==> src/rtl/trap_state_stack.sv <==
module trap_state_stack #(
  parameter int MAX_LVL = 4,
  parameter int ADDR_W = 64,
  parameter int CCR_W = 8,
  parameter logic [11:0] PSTATE_RST = 12'h000,
  localparam int LVL_W = $clog2(MAX_LVL + 1),
  localparam int TT_W = 9
) (
  input  logic              clk,
  input  logic              rst_n,
  input  logic              trap_req,
  input  logic [TT_W-1:0]   trap_type,
  input  logic              done_req,
  input  logic              retry_req,
  input  logic [ADDR_W-1:0] cur_pc,
  input  logic [ADDR_W-1:0] cur_npc,
  input  logic [CCR_W-1:0]  cur_ccr,
  input  logic [7:0]        cur_asi,
  input  logic [7:0]        cur_cwp,
  input  logic [ADDR_W-16:0] tb_base,
  output logic [LVL_W-1:0]  tl,
  output logic [11:0]       pstate,
  output logic [ADDR_W-1:0] tbr,
  output logic [TT_W-1:0]   cur_tt,
  output logic              redir_vld,
  output logic [ADDR_W-1:0] redir_pc,
  output logic [ADDR_W-1:0] redir_npc,
  output logic              rest_vld,
  output logic [CCR_W-1:0]  rest_ccr,
  output logic [7:0]        rest_asi,
  output logic [7:0]        rest_cwp,
  output logic              maxtl_err,
  output logic              ret_illegal
);
  localparam int SW = CCR_W + 32;
  localparam int DEPTH = 1 << LVL_W;
  localparam logic [11:0] PS_ENTRY = 12'h015;
  localparam logic [11:0] PS_RED = 12'h020;
  localparam logic [LVL_W-1:0] TOP = LVL_W'(MAX_LVL);
  localparam logic [LVL_W-1:0] LAST = LVL_W'(MAX_LVL - 1);

  logic [LVL_W-1:0]  tl_q;
  logic [11:0]       pst_q;
  logic [ADDR_W-1:0] tbr_q;
  logic [SW-1:0]     st_word [DEPTH];
  logic [ADDR_W-1:0] st_pc   [DEPTH];
  logic [ADDR_W-1:0] st_npc  [DEPTH];
  logic [TT_W-1:0]   st_tt   [DEPTH];

  wire take_trap = trap_req && (tl_q != TOP);
  wire trap_err  = trap_req && (tl_q == TOP);
  wire any_ret   = !trap_req && (done_req || retry_req);
  wire do_ret    = any_ret && (tl_q != '0);
  wire ret_bad   = any_ret && (tl_q == '0);
  wire [LVL_W-1:0] rd_idx = tl_q - 1'b1;

  wire [ADDR_W-1:0] vec = {tb_base, (tl_q != '0), trap_type, 5'b00000};
  wire [SW-1:0] pack_word = {cur_ccr, cur_asi, 4'b0000, pst_q, cur_cwp};
  wire [SW-1:0] rd_word = st_word[rd_idx];
  wire [ADDR_W-1:0] rd_npc = st_npc[rd_idx];

  always_ff @(posedge clk) begin
    if (take_trap) begin
      st_word[tl_q] <= pack_word;
      st_pc[tl_q]   <= cur_pc;
      st_npc[tl_q]  <= cur_npc;
      st_tt[tl_q]   <= trap_type;
    end
  end

  always_ff @(posedge clk) begin
    if (!rst_n) begin
      tl_q        <= '0;
      pst_q       <= PSTATE_RST;
      tbr_q       <= '0;
      redir_vld   <= 1'b0;
      redir_pc    <= '0;
      redir_npc   <= '0;
      rest_vld    <= 1'b0;
      rest_ccr    <= '0;
      rest_asi    <= '0;
      rest_cwp    <= '0;
      maxtl_err   <= 1'b0;
      ret_illegal <= 1'b0;
    end else begin
      redir_vld   <= take_trap || do_ret;
      rest_vld    <= do_ret;
      maxtl_err   <= trap_err;
      ret_illegal <= ret_bad;
      if (take_trap) begin
        tl_q      <= tl_q + 1'b1;
        pst_q     <= (tl_q == LAST) ? (PS_ENTRY | PS_RED) : PS_ENTRY;
        tbr_q     <= vec;
        redir_pc  <= vec;
        redir_npc <= vec + ADDR_W'(4);
      end else if (do_ret) begin
        tl_q      <= rd_idx;
        pst_q     <= rd_word[19:8];
        rest_ccr  <= rd_word[SW-1:32];
        rest_asi  <= rd_word[31:24];
        rest_cwp  <= rd_word[7:0];
        redir_pc  <= retry_req ? st_pc[rd_idx] : rd_npc;
        redir_npc <= retry_req ? rd_npc : rd_npc + ADDR_W'(4);
      end
    end
  end

  assign tl = tl_q;
  assign pstate = pst_q;
  assign tbr = tbr_q;
  assign cur_tt = (tl_q == '0) ? '0 : st_tt[rd_idx];


  level_bound_chk: assert property (@(posedge clk) disable iff (!rst_n)
    tl_q <= TOP);

  entry_priv_chk: assert property (@(posedge clk) disable iff (!rst_n)
    take_trap |=> (pst_q[0] && pst_q[2] && pst_q[4] && redir_vld &&
                   tl_q == $past(tl_q) + 1'b1));

  top_trap_hold_chk: assert property (@(posedge clk) disable iff (!rst_n)
    trap_err |=> ($stable(tl_q) && $stable(pst_q) && $stable(tbr_q) &&
                  !redir_vld && maxtl_err));

  done_npc_chk: assert property (@(posedge clk) disable iff (!rst_n)
    (do_ret && !retry_req) |=> (redir_npc == redir_pc + ADDR_W'(4)));

  empty_return_chk: assert property (@(posedge clk) disable iff (!rst_n)
    ret_bad |=> ($stable(tl_q) && $stable(pst_q) && ret_illegal &&
                 !rest_vld && !redir_vld));

  pop_level_chk: assert property (@(posedge clk) disable iff (!rst_n)
    do_ret |=> (rest_vld && tl_q == $past(tl_q) - 1'b1));
endmodule

==> config.mk <==
export PLATFORM = sky130hd
export DESIGN_NAME = trap_state_stack
export DESIGN_NICKNAME = d
export VERILOG_FILES = /design/src/rtl/trap_state_stack.sv
export SDC_FILE = /design/constraint.sdc
export NUM_CORES = 2
export LEC_CHECK = 0
export ABC_CLOCK_PERIOD_IN_PS = 22000
export BUFFER_PORTS_ARGS = -buffer_cell sky130_fd_sc_hd__buf_2
export CELL_PAD_IN_SITES_DETAIL_PLACEMENT = 1
export CELL_PAD_IN_SITES_GLOBAL_PLACEMENT = 1
export CORE_MARGIN = 8
export CORE_UTILIZATION = 51
export DETAILED_ROUTE_END_ITERATION = 8
export PLACE_DENSITY = 0.9
export SLEW_MARGIN = 0
export SYNTH_ARGS = -nofsm -noshare
export SYNTH_HDL_FRONTEND = slang
export SYNTH_SLANG_ARGS = --single-unit
==> constraint.sdc <==
create_clock -name clk -period 22 [get_ports clk]
set_clock_uncertainty 0.2 [all_clocks]
set_input_delay 3.3 -clock clk [delete_from_list [all_inputs] [get_ports clk]]
set_output_delay 3.3 -clock clk [all_outputs]
set_load 0.01 [all_outputs]
==> impl_metrics.yaml <==
worst_setup_path:
  worst_path_max_delay_cell: "nor2_1"
  cp_slowest_stage_delay_ps: 1310
  worstSetupPathType: "register to register"
  critPathLaunchType: "register"
  required_ps: 22480
  path_max_fanout: 74
  critPathCaptureType: "register"
  crit_chain: "inv_2 > buf_4 > ha_4 > buf_4 > buf_4 > mux2i_1 > mux4_2 > inv_1 > ha_1 > nor2b_1 > nand4_1 > o22ai_2 > nand4b_1 > nor2_1 > nand3_1 > xnor2_1 > a211oi_1"
  crit_top_cell: "buf_4"
  cp.arrival_ps: 9670
  cp_num_buf_inv: 5
  critical_path.top_delay_family: "simple AND/OR/NAND/NOR gates"
floorplanning:
  pin_count: 459
  coreArea_mm2: 0.123
  die_x_um: 368
  fp.dieH_um: 368
  rows: 129
  initial_core_util_pct: 51.2
  dieArea_mm2: 0.135
logic_synthesis:
  syn_area_mm2: 0.0630
  synth-seq-cells: 1614
  synthFlopType: "edfxtp_1"
  synth_edf_count: 1384
  avgSynthCellArea_um2: 17.2
  yosys.cell_types.count: 68
  async_flop_share_pct: 0
  postSynthCellCount: 3660
  ys_seq_area_share_pct: 73.2
  synth-warning-count: 0
detailed_routing:
  ant_nets: 0
  drt-initial-drc-count: 6936
  wl_mm: 227
  firstDrtPassIters: 6
  via_count: 40400
  routed_via_density: 6.80
  wl_per_cell_um: 38.2
  route.detailed.drc: 0
timing:
  fin_crit_sh_pct: 41.8
  fin_tns_setup_ps: 0
  rsz0062_at_grt: "no"
  slew_violations: 0
  worstMarginPinSlew_ps: 1460
  hold_viol_final: 0
  relSlewSlack_pct: 2.04
  finalSetupViolations: 0
  period_needed_ps: 9200
  fmax_ghz: 0.109
placement:
  post-place-cells: 5592
  hpwlAfterDp_mm: 138
  gp_congestion: 0.896
  portBuffers: 453
clocking:
  cts_buffers: 163
  clk_pin_slew_ps: 60
  ctsHoldBuffers: 0
  cts_root_buffer: "clkbuf_16"
  cts_resized: 0
  htree_num_levels: 4
  cts_sinks: 1614
  clock_latency_ps: 810
  ctsLongestPathBuffers: 3
  cts_setup_buffers: 0
  cts_tree: "built"
finish:
  seqCellArea_mm2: 0.0462
  multiInputGateArea_mm2: 0.0159
  synthToLayoutAreaGrowth_pct: 14.7
  fillCellCount: 11000
  nets: 4340
  layout.cells.non_filler: 5940
  layout-drive-gt1-share_pct: 26.9
grt:
  grt_pass1_wl_mm: 318
  antenna_found_initial: 78
  grt.total_usage_pct: 32.6
  grt_max_degree: 138
  grt.overflow.total: 0
  first_global_vias: 41600
status:
  status: "finished, final reports clean"
min_path:
  hp-class: "register to register"
pwr:
  vdd_drop_max_mv: 0.122
  powerDensity_mw_per_mm2: 144
  static-leakage-power_nw: 24.4
job:
  cap_violations: 0
## registers in the layout, summed over array words and instances (netlist names), 12 cells and up
signal / count
pstate: 12
st_pc: 512
st_word: 288
st_tt: 72
redir_pc: 64
st_npc: 512
redir_npc: 64
tbr: 59
## cell type report
type | instances | area share [%]
antenna | 47 | 0.163
timing repair buffer | 520 | 3.96
sequential | 1614 | 63.8
clock buffer | 221 | 6.27
multi-input combinational | 1807 | 21.9
tap | 1637 | 2.83
inverter | 14 | 0.0796
clock inverter | 80 | 0.936
## synthesized netlist by cell type, drive strengths merged, types with 6 or more instances
| library cell | n | area, um2 |
|---|---|---|
| a211oi | 37 | 283 |
| a21boi | 7 | 52.6 |
| a21oi | 181 | 906 |
| a311oi | 55 | 482 |
| a31oi | 36 | 225 |
| buf | 110 | 639 |
| clkbuf | 119 | 447 |
| dfxtp | 230 | 4600 |
| edfxtp | 1384 | 41600 |
| inv | 14 | 52.6 |
| mux2 | 40 | 450 |
| mux2i | 98 | 981 |
| mux4 | 328 | 7390 |
| nand2 | 502 | 1880 |
| nand2b | 12 | 75.1 |
| nand3 | 77 | 385 |
| nand4 | 22 | 138 |
| nand4b | 10 | 87.6 |
| nor2 | 137 | 514 |
| nor2b | 15 | 93.8 |
| nor3 | 17 | 95.1 |
| nor4 | 11 | 75.1 |
| o211ai | 11 | 82.6 |
| o21ai | 77 | 385 |
| o22ai | 8 | 56.3 |
| or3 | 6 | 42.5 |
| xnor2 | 35 | 307 |
| xor2 | 26 | 246 |
## per-stage QoR
stage / setup slack, ps / hold WS [ps] / total power [mW] / util (%) / instance area (um2)
2_1_floorplan: 5220 / 281 / 6.21 / - / 63000
5_1_grt: 12670 / 279 / 10.6 / 58.7 / 72300
3_3_place_gp: 13860 / 239 / 7.27 / 54.4 / 67000
4_1_cts: 13230 / 256 / 10.3 / 58.6 / 72200
6_report: 12800 / 254 / 10.4 / 58.7 / 72300
3_5_place_dp: 13630 / 247 / 7.46 / 54.4 / 67000
## power by group
part           leakage (nW)  internal, mW  switching (mW)
sequential             14.5          3.73           0.219
combinational          7.38          1.25            2.48
clock                  2.54          1.51            1.23
total                  24.4          6.49            3.93
## routing by layer
metal	wire length [um]	share of wire [%]	track usage [%]
met1	74300	33	39.3
met2	105000	46	51.2
met5	192	0.085	0
met3	33600	15	13.2
met4	13400	5.9	16.1
## kinds of logic (layout without fill, tap and decap cells)
family                     after synthesis  after routing  synth area share (%)
DFF                                   1614           1614                  73.2
xor gates and xnor gates                61             61                 0.877
buffers and inverters                  243            835                  1.81
other                                    1             52               0.00595
adders and majority gates                5              5                0.0993
and+or+nand+nor                        837            837                  5.75
AOI/OAI and AO/OA                      433            433                  4.22
muxes                                  466            466                  14.0
## cell usage in the layout (no fill, tap or decap), drive strengths merged, types with 4 or more instances in the layout
master	count
a211oi	37
a21boi	7
a21oi	181
a221oi	5
a311oi	55
a31oi	36
and3	5
and3b	4
buf	520
bufinv	5
clkbuf	221
clkinv	68
conb	5
dfxtp	230
diode	47
edfxtp	1384
ha	5
inv	19
mux2	40
mux2i	98
mux4	328
nand2	502
nand2b	12
nand3	77
nand3b	4
nand4	22
nand4b	10
nor2	137
nor2b	15
nor3	17
nor4	11
o211ai	11
o21ai	77
o22ai	8
or3	6
xnor2	35
xor2	26
## worst min-delay path, delay by kind of cell (launching register included)
kind | cells | cell delay, ps
flops | 1 | 300
compound gates | 1 | 50
simple gates | 1 | 50
## path summary, 6_finish.rpt
check                           cells past startpoint                          to                 start  slack [ps]
worst max-delay path                               17  redir_npc[22]$_SDFFE_PN0P_    tl[0]$_SDFFE_PN0P_       12800
worst max register to register                     17  redir_npc[22]$_SDFFE_PN0P_    tl[0]$_SDFFE_PN0P_       12800
worst min-delay path                                2        tbr[24]$_SDFFE_PN0P_  tbr[24]$_SDFFE_PN0P_         250
worst min register to register                      2        tbr[24]$_SDFFE_PN0P_  tbr[24]$_SDFFE_PN0P_         250
(Power assumes the default switching activity.)
